## src/rtl/aud_pkg.sv

```systemverilog
package aud_pkg;
  localparam int unsigned SLOT_W  = 32;
  localparam int unsigned FRAME_W = 2 * SLOT_W;
  localparam int unsigned BITCNT_W = $clog2(FRAME_W);
  localparam int unsigned LEN_W   = $clog2(SLOT_W) + 1;

  typedef enum logic [1:0] {WL16 = 2'd0, WL20 = 2'd1, WL24 = 2'd2, WL32 = 2'd3} wlen_e;

  function automatic logic [LEN_W-1:0] wlen_bits(input logic [1:0] sel);
    case (wlen_e'(sel))
      WL16:    return LEN_W'(16);
      WL20:    return LEN_W'(20);
      WL24:    return LEN_W'(24);
      default: return LEN_W'(32);
    endcase
  endfunction

  // keeps the top wlen_bits bits of a slot word
  function automatic logic [SLOT_W-1:0] wlen_mask(input logic [1:0] sel);
    return ~({SLOT_W{1'b1}} >> wlen_bits(sel));
  endfunction
endpackage

```

## src/rtl/aud_sck_gen.sv

```systemverilog
module aud_sck_gen
  import aud_pkg::*;
#(
  parameter int unsigned DIV_W = 8
) (
  input  logic             clk,
  input  logic             rst,
  input  logic             en,
  input  logic [DIV_W-1:0] half,
  output logic             sck,
  output logic             ws,
  output logic             rise_ev,
  output logic             fall_ev
);
  logic [DIV_W-1:0]    cnt;
  logic [DIV_W-1:0]    lim;
  logic [BITCNT_W-1:0] bitcnt;
  logic [BITCNT_W-1:0] bitnext;
  logic                wrap;

  assign lim     = (half == '0) ? '0 : half - DIV_W'(1);
  assign wrap    = en && (cnt >= lim);
  assign rise_ev = wrap && !sck;
  assign fall_ev = wrap && sck;
  assign bitnext = bitcnt + BITCNT_W'(1);

  always_ff @(posedge clk) begin
    if (rst || !en) begin
      cnt    <= '0;
      sck    <= 1'b0;
      ws     <= 1'b0;
      bitcnt <= '0;
    end else begin
      cnt <= wrap ? '0 : cnt + DIV_W'(1);
      if (wrap) sck <= ~sck;
      if (fall_ev) begin
        bitcnt <= bitnext;
        ws     <= bitnext[BITCNT_W-1];
      end
    end
  end
endmodule

```

## src/rtl/aud_slave_sync.sv

```systemverilog
module aud_slave_sync #(
  parameter int unsigned STAGES = 2
) (
  input  logic clk,
  input  logic rst,
  input  logic sck_in,
  input  logic ws_in,
  input  logic sd_in,
  output logic rise_ev,
  output logic fall_ev,
  output logic ws,
  output logic sd
);
  logic [STAGES-1:0] s_sck, s_ws, s_sd;
  logic              sck_prev;

  always_ff @(posedge clk) begin
    if (rst) begin
      s_sck    <= '0;
      s_ws     <= '0;
      s_sd     <= '0;
      sck_prev <= 1'b0;
    end else begin
      s_sck    <= {s_sck[STAGES-2:0], sck_in};
      s_ws     <= {s_ws[STAGES-2:0], ws_in};
      s_sd     <= {s_sd[STAGES-2:0], sd_in};
      sck_prev <= s_sck[STAGES-1];
    end
  end

  assign rise_ev = s_sck[STAGES-1] && !sck_prev;
  assign fall_ev = !s_sck[STAGES-1] && sck_prev;
  assign ws      = s_ws[STAGES-1];
  assign sd      = s_sd[STAGES-1];
endmodule

```

## src/rtl/aud_tx.sv

```systemverilog
module aud_tx
  import aud_pkg::*;
(
  input  logic              clk,
  input  logic              rst,
  input  logic [1:0]        wlen_sel,
  input  logic              slot_start,
  input  logic              new_ws,
  input  logic              fall_ev,
  input  logic [SLOT_W-1:0] tx_left,
  input  logic [SLOT_W-1:0] tx_right,
  output logic              tx_load,
  output logic              sd_out
);
  logic [SLOT_W-1:0] hold_l, hold_r, sh, word;
  logic              pend, pend_side;

  assign word = pend_side ? hold_r : hold_l;

  always_ff @(posedge clk) begin
    if (rst) begin
      hold_l    <= '0;
      hold_r    <= '0;
      sh        <= '0;
      pend      <= 1'b0;
      pend_side <= 1'b0;
      tx_load   <= 1'b0;
      sd_out    <= 1'b0;
    end else begin
      tx_load <= slot_start && !new_ws;
      if (slot_start) begin
        pend      <= 1'b1;
        pend_side <= new_ws;
        if (!new_ws) begin
          hold_l <= tx_left & wlen_mask(wlen_sel);
          hold_r <= tx_right & wlen_mask(wlen_sel);
        end
      end
      if (fall_ev) begin
        if (pend) begin
          sd_out <= word[SLOT_W-1];
          sh     <= word << 1;
          pend   <= 1'b0;
        end else begin
          sd_out <= sh[SLOT_W-1];
          sh     <= sh << 1;
        end
      end
    end
  end

  p_load_pulse_r8: assert property (@(posedge clk) disable iff (rst)
    tx_load |=> !tx_load);
endmodule

```

## src/rtl/aud_rx.sv

```systemverilog
module aud_rx
  import aud_pkg::*;
(
  input  logic              clk,
  input  logic              rst,
  input  logic [1:0]        wlen_sel,
  input  logic              rise_ev,
  input  logic              slot_start,
  input  logic              new_ws,
  input  logic              sd,
  output logic [SLOT_W-1:0] rx_left,
  output logic [SLOT_W-1:0] rx_right,
  output logic              rx_valid
);
  logic [SLOT_W-1:0] sh, sh_n, stage_l, word;
  logic [LEN_W-1:0]  cnt, cnt_n, nb;
  logic              side, synced, left_got, acc, done;

  assign nb    = wlen_bits(wlen_sel);
  assign acc   = synced && (cnt < nb);
  assign sh_n  = acc ? {sh[SLOT_W-2:0], sd} : sh;
  assign cnt_n = cnt + LEN_W'(acc);
  assign done  = acc && (cnt_n == nb);
  assign word  = sh_n << (LEN_W'(SLOT_W) - nb);

  always_ff @(posedge clk) begin
    if (rst) begin
      sh       <= '0;
      cnt      <= '0;
      side     <= 1'b0;
      synced   <= 1'b0;
      left_got <= 1'b0;
      stage_l  <= '0;
      rx_left  <= '0;
      rx_right <= '0;
      rx_valid <= 1'b0;
    end else begin
      rx_valid <= 1'b0;
      if (rise_ev) begin
        if (done) begin
          if (!side) begin
            stage_l  <= word;
            left_got <= 1'b1;
          end else if (left_got) begin
            rx_left  <= stage_l;
            rx_right <= word;
            rx_valid <= 1'b1;
            left_got <= 1'b0;
          end
        end
        if (slot_start) begin
          cnt    <= '0;
          sh     <= '0;
          side   <= new_ws;
          synced <= 1'b1;
        end else begin
          cnt <= cnt_n;
          sh  <= sh_n;
        end
      end
    end
  end

  p_valid_pulse_r7: assert property (@(posedge clk) disable iff (rst)
    rx_valid |=> !rx_valid);
  p_valid_after_rise_r6: assert property (@(posedge clk) disable iff (rst)
    rx_valid |-> $past(rise_ev));
endmodule

```

## src/rtl/aud_serial_port.sv

```systemverilog
module aud_serial_port
  import aud_pkg::*;
#(
  parameter int unsigned DIV_W       = 8,
  parameter int unsigned SYNC_STAGES = 2
) (
  input  logic              clk,
  input  logic              rst,
  input  logic              master,
  input  logic [DIV_W-1:0]  sck_half,
  input  logic [1:0]        wlen_sel,
  input  logic [SLOT_W-1:0] tx_left,
  input  logic [SLOT_W-1:0] tx_right,
  output logic              tx_load,
  output logic [SLOT_W-1:0] rx_left,
  output logic [SLOT_W-1:0] rx_right,
  output logic              rx_valid,
  input  logic              sck_in,
  input  logic              ws_in,
  input  logic              sd_in,
  output logic              sck_out,
  output logic              ws_out,
  output logic              sd_out
);
  logic m_rise, m_fall;
  logic s_rise, s_fall, s_ws, s_sd;
  logic rise_ev, fall_ev, ws_smp, sd_smp;
  logic ws_prev, slot_start;

  aud_sck_gen #(.DIV_W(DIV_W)) u_gen (
    .clk(clk), .rst(rst), .en(master), .half(sck_half),
    .sck(sck_out), .ws(ws_out), .rise_ev(m_rise), .fall_ev(m_fall)
  );

  aud_slave_sync #(.STAGES(SYNC_STAGES)) u_sync (
    .clk(clk), .rst(rst), .sck_in(sck_in), .ws_in(ws_in), .sd_in(sd_in),
    .rise_ev(s_rise), .fall_ev(s_fall), .ws(s_ws), .sd(s_sd)
  );

  assign rise_ev = master ? m_rise : s_rise;
  assign fall_ev = master ? m_fall : s_fall;
  assign ws_smp  = master ? ws_out : s_ws;
  assign sd_smp  = master ? sd_in  : s_sd;

  // a slot begins at the rising edge that first sees a new word-select level
  assign slot_start = rise_ev && (ws_smp != ws_prev);

  always_ff @(posedge clk) begin
    if (rst) ws_prev <= 1'b0;
    else if (rise_ev) ws_prev <= ws_smp;
  end

  aud_tx u_tx (
    .clk(clk), .rst(rst), .wlen_sel(wlen_sel), .slot_start(slot_start),
    .new_ws(ws_smp), .fall_ev(fall_ev), .tx_left(tx_left), .tx_right(tx_right),
    .tx_load(tx_load), .sd_out(sd_out)
  );

  aud_rx u_rx (
    .clk(clk), .rst(rst), .wlen_sel(wlen_sel), .rise_ev(rise_ev),
    .slot_start(slot_start), .new_ws(ws_smp), .sd(sd_smp),
    .rx_left(rx_left), .rx_right(rx_right), .rx_valid(rx_valid)
  );

  p_ws_on_fall_r3: assert property (@(posedge clk) disable iff (rst)
    (master && $past(master) && ws_out != $past(ws_out)) |-> $fell(sck_out));
  p_sd_on_fall_r4: assert property (@(posedge clk) disable iff (rst)
    (master && $past(master) && sd_out != $past(sd_out)) |-> $fell(sck_out));
  p_slave_quiet_r1: assert property (@(posedge clk) disable iff (rst)
    (!master && !$past(master)) |-> (!sck_out && !ws_out));
endmodule

```

## config.mk

```make
export PLATFORM = sky130hd
export DESIGN_NAME = aud_serial_port
export DESIGN_NICKNAME = d
export VERILOG_FILES = /design/src/rtl/aud_pkg.sv /design/src/rtl/aud_sck_gen.sv /design/src/rtl/aud_slave_sync.sv /design/src/rtl/aud_tx.sv /design/src/rtl/aud_rx.sv /design/src/rtl/aud_serial_port.sv
export SDC_FILE = /design/constraint.sdc
export NUM_CORES = 1
export LEC_CHECK = 0
export ABC_CLOCK_PERIOD_IN_PS = 8790
export BUFFER_PORTS_ARGS = -buffer_cell sky130_fd_sc_hd__buf_4
export CAP_MARGIN = 20
export CORE_MARGIN = 5
export CORE_UTILIZATION = 50
export DETAILED_ROUTE_END_ITERATION = 7
export PLACE_DENSITY_LB_ADDON = 0.3
export SYNTH_ARGS = -nofsm -noshare
export SYNTH_HDL_FRONTEND = slang
export SYNTH_HIERARCHICAL = 1
export SYNTH_SLANG_ARGS = --single-unit
```

## constraint.sdc

```tcl
create_clock -name clk -period 8.79 [get_ports clk]
set_input_delay 0.4395 -clock clk [delete_from_list [all_inputs] [get_ports clk]]
set_output_delay 0.4395 -clock clk [all_outputs]
set_load 0.1 [all_outputs]
```

==> results.py <==
metrics = {
    "routing": {
        "avgRoutedWirePerCell_um": 16.8,
        "drc": 0,
        "routed_via_density": 5.82,
        "vias": 9734,
        "finalWirelength_mm": 28.1,
        "first_pass_iters": 5,
        "antenna_left": 0,
        "drt_iter0_drc": 605,
    },
    "timing": {
        "fin_setup_tns_ps": 0,
        "hold_viol": 0,
        "period_share_pct": 61.6,
        "worst_pin_slew_ps": 1070,
        "setup_violations": 0,
        "timing.fmax_mhz": 185,
        "fin_crit_ps": 5420,
        "grt_setup_unrepaired": "no",
        "fin_ws_ps": 3370,
        "finClkSkew_ps": 8.98,
        "slew_violations": 0,
        "maxSlewHeadroom_pct": 28.8,
    },
    "cts": {
        "cts_resized": 0,
        "cts.htree.levels": 1,
        "cts-root-buf": "clkbuf_16",
        "post_cts_buffers": 0,
        "clk_pin_slew_ps": 60,
        "hold_buffers": 0,
        "clockBufferDepth": 3,
        "cts_buffers": 27,
        "cts.sinks": 260,
        "clock_latency_ps": 530,
        "cts_tree": "done",
    },
    "setup_path": {
        "crit_slowest_cell": "buf_4",
        "cpPeakStageDelay_ps": 470,
        "critPathLaunchType": "primary input",
        "crit_chain": "buf_4 -> or3_1 -> or3_1 -> or3b_4 -> and2_4 -> ha_1 -> nor2b_1 -> o21ai_0 -> a41oi_2 -> nor3b_1 -> mux2i_1 -> inv_1 -> inv_1 -> a2111oi_4 -> nand4_1 -> nor4_4 -> buf_4 -> nor2_1 -> a211o_1",
        "r2r_end": "u_rx/rx_right[29]$_SDFFE_PP0P_",
        "cp_data_required_time_ps": 9210,
        "crit_fanout": 50,
        "r2r_cells": 16,
        "rr_startpoint": "u_rx/cnt[5]$_SDFFE_PP0P_",
        "rrSetupSlack_ps": 4120,
        "crit_path_end_kind": "register",
        "crit_arrival_ps": 5840,
        "worst-setup-path-type": "in -> reg",
    },
    "worst_hold_path": {
        "hp-class": "in -> reg",
        "min_path_cells": 2,
        "hold_start": "tx_left[4]",
        "holdPathEnd": "u_tx/hold_l[4]$_SDFFE_PP0P_",
    },
    "placement": {
        "dpl.hpwl_mm": 19.3,
        "dp_slack_ps": 2840,
        "port_buffers": 148,
        "gp_congestion": 0.916,
    },
    "global_route": {
        "grt_pass1_vias": 9276,
        "grt_pass1_wl_mm": 46.2,
        "antenna_found_initial": 0,
        "grt_overflow": 0,
        "grt_max_degree": 66,
        "track_usage_pct": 20.6,
    },
    "floorplan": {
        "die-area_sq_mm": 0.0261,
        "core_sq_mm": 0.0226,
        "ios": 149,
        "die_x_um": 162,
        "die_height_um": 162,
        "initial_core_util_pct": 50.8,
        "rows": 55,
    },
    "logic_synthesis": {
        "syn_nets": 1369,
        "synth-seq-area-share_pct": 45.2,
        "synthCells": 1269,
        "synth_top_area_share_pct": 45.2,
        "post-synth-top-area-cell": "dfxtp_1",
        "ys_types": 72,
        "yosysWarningCount": 6,
        "synth.avg_cell_area_sq_um": 9.07,
        "yosys-top-cells-area": "dfxtp_1 (45%), mux2i_1 (6.0%), nand2_1 (5.3%)",
        "synthFlopType": "dfxtp_1",
        "synth-edff-count": 0,
        "synthesis.area_sq_mm": 0.0115,
        "async_flop_share_pct": 0,
        "synth_seq_cells": 260,
    },
    "status": {
        "status": "finished clean",
    },
    "cells_and_area": {
        "fill_cells": 1930,
        "final_nets": 1469,
        "antennaDiodeCount": 0,
        "area_growth_pct": 18.9,
        "drive_gt1_share_pct": 17.7,
    },
    "pwr": {
        "vdd_drop_max_uv": 161,
        "power_density_mw_per_mm2": 183,
        "p_leak_nw": 5.09,
    },
    "run": {
        "cap_violations": 0,
    },
}
-- worst max-delay path by stage --
| stage | start | end | slack, ps | cells after the start |
|---|---|---|---|---|
| after floorplan | sck_half[3] | u_rx/stage_l[30]$_SDFFE_PP0P_ | 4000 | 20 |
| after global placement | sck_half[3] | u_rx/rx_right[28]$_SDFFE_PP0P_ | 2960 | 19 |
| after detailed placement | sck_half[3] | u_rx/rx_right[28]$_SDFFE_PP0P_ | 2840 | 19 |
| after CTS | sck_half[3] | u_rx/rx_right[28]$_SDFFE_PP0P_ | 3390 | 19 |
| after global routing | sck_half[3] | u_rx/rx_right[28]$_SDFFE_PP0P_ | 2880 | 19 |
| final | sck_half[3] | u_rx/rx_right[28]$_SDFFE_PP0P_ | 3370 | 19 |
-- area by class of cell --
class	count	area (sq um)	share of cell area, %
multi-input cells	899	5860	42.9
flip-flops and latches	260	5210	38.1
repair buffers	164	1250	9.11
clock buffers	39	791	5.78
well taps	285	357	2.61
clock inverters	9	148	1.08
inverters	17	63.8	0.467
-- layer usage --
| metal | global-route usage [%] | routed length, um | vias up |
|---|---|---|---|
| met5 | 0 | 0 | - |
| met4 | 6.81 | 796 | 0 |
| met3 | 3.37 | 1430 | 63 |
| met2 | 34.8 | 13500 | 265 |
| met1 | 27.2 | 12300 | 4636 |
| li1 | - | - | 4770 |
-- worst max-delay path, delay by kind of cell --
kind	cells	cell delay, ps
buffers and inverters	4	1090
multiplexers	1	150
AND/OR/NAND/NOR	9	2480
adder cells (fa/ha/maj)	1	260
AO/OA/AOI/OAI	4	1390
-- metrics by stage --
step	area [sq um]	utilization (%)	total power, W	hold WS [ps]	std cells
after floorplan	11500	-	0.00129	414	1269
after global placement	12700	56.1	0.00134	420	1623
after detailed placement	12700	56.1	0.00134	427	1623
after CTS	13600	60.3	0.00253	102	1671
after global routing	13700	60.4	0.00259	112	1673
final	13700	60.4	0.00251	119	1673
-- layout by cell type, fill, tap and decap left out, types with 5 or more instances in the layout --
| cell | synthesis | layout |
|---|---|---|
| clkbuf_16 | 0 | 27 |
| nor2b_1 | 24 | 24 |
| inv_1 | 16 | 16 |
| clkbuf_1 | 55 | 5 |
| clkbuf_8 | 0 | 7 |
| mux2i_1 | 69 | 69 |
| xor2_1 | 11 | 11 |
| and3_1 | 7 | 7 |
| mux2_2 | 18 | 18 |
| nor2_1 | 92 | 91 |
| and2_1 | 12 | 12 |
| a22oi_1 | 35 | 35 |
| o211ai_1 | 7 | 7 |
| nand3_1 | 19 | 19 |
| nor3b_1 | 36 | 36 |
| nand2b_1 | 9 | 9 |
| a211oi_1 | 12 | 12 |
| a211o_1 | 5 | 5 |
| buf_4 | 3 | 162 |
| o21ai_0 | 74 | 73 |
| ha_1 | 20 | 20 |
| a21oi_1 | 77 | 76 |
| or3_1 | 9 | 9 |
| nand3b_1 | 12 | 12 |
| a221oi_1 | 5 | 5 |
| dfxtp_1 | 260 | 259 |
| o21a_1 | 5 | 5 |
| nor3_1 | 13 | 13 |
| nand2_1 | 162 | 162 |
| a22o_1 | 65 | 65 |
| xnor2_1 | 8 | 8 |
| a31oi_1 | 32 | 32 |
-- cell usage after synthesis (all sizes together), types with 2 or more instances --
library cell and number:
o21a 5, nand4 4, nor4 4, mux2i 69
o31ai 3, o311ai 2, a22o 65, nand2 163
mux2 19, a211o 5, and2 13, a2111oi 4
nor2b 24, o221ai 3, xor2 11, xnor2 8
clkbuf 57, o22ai 4, ha 20, mux4 3
o211ai 7, o2bb2a 2, a21o 3, a21oi 77
inv 16, or2 2, nand2b 9, a32o 4
a31oi 32, nor3 14, o21ai 75, nand3 19
nand3b 12, buf 36, a221o 2, nor2 92
or4 3, and3 7, or3 9, a22oi 35
dfxtp 260, a211oi 12, a221oi 5, nor3b 37
-- cells by family (layout without fill, tap and decap cells) --
kind of cell	count (synthesis)	after routing	share of synthesized area, %
simple gates	415	415	17.7
compound gates	354	354	20.9
flops	260	260	45.2
buf+inv	110	229	4.06
mux	91	91	8.48
fa+ha+maj	20	20	2.18
xor+xnor	19	19	1.45
-- report_power, final --
part / switching (W) / internal (W) / leakage [nW]
clock network: 0.000456 / 0.000737 / 0.461
registers: 0.00000174 / 0.00118 / 2.10
logic: 0.0000820 / 0.0000510 / 2.53
-- flip-flops by register name, summed over array words and instances (netlist names), 2 cells and up --
signal / cells
u_sync/s_sck: 2
u_rx/cnt: 6
u_gen/cnt: 8
u_sync/s_ws: 2
u_rx/rx_left: 32
u_sync/s_sd: 2
u_rx/rx_right: 32
u_rx/sh: 32
u_tx/sh: 31
u_tx/hold_l: 32
u_rx/stage_l: 32
u_gen/bitcnt: 5
u_tx/hold_r: 32
Note: power is estimated with default switching activity, not from simulation.
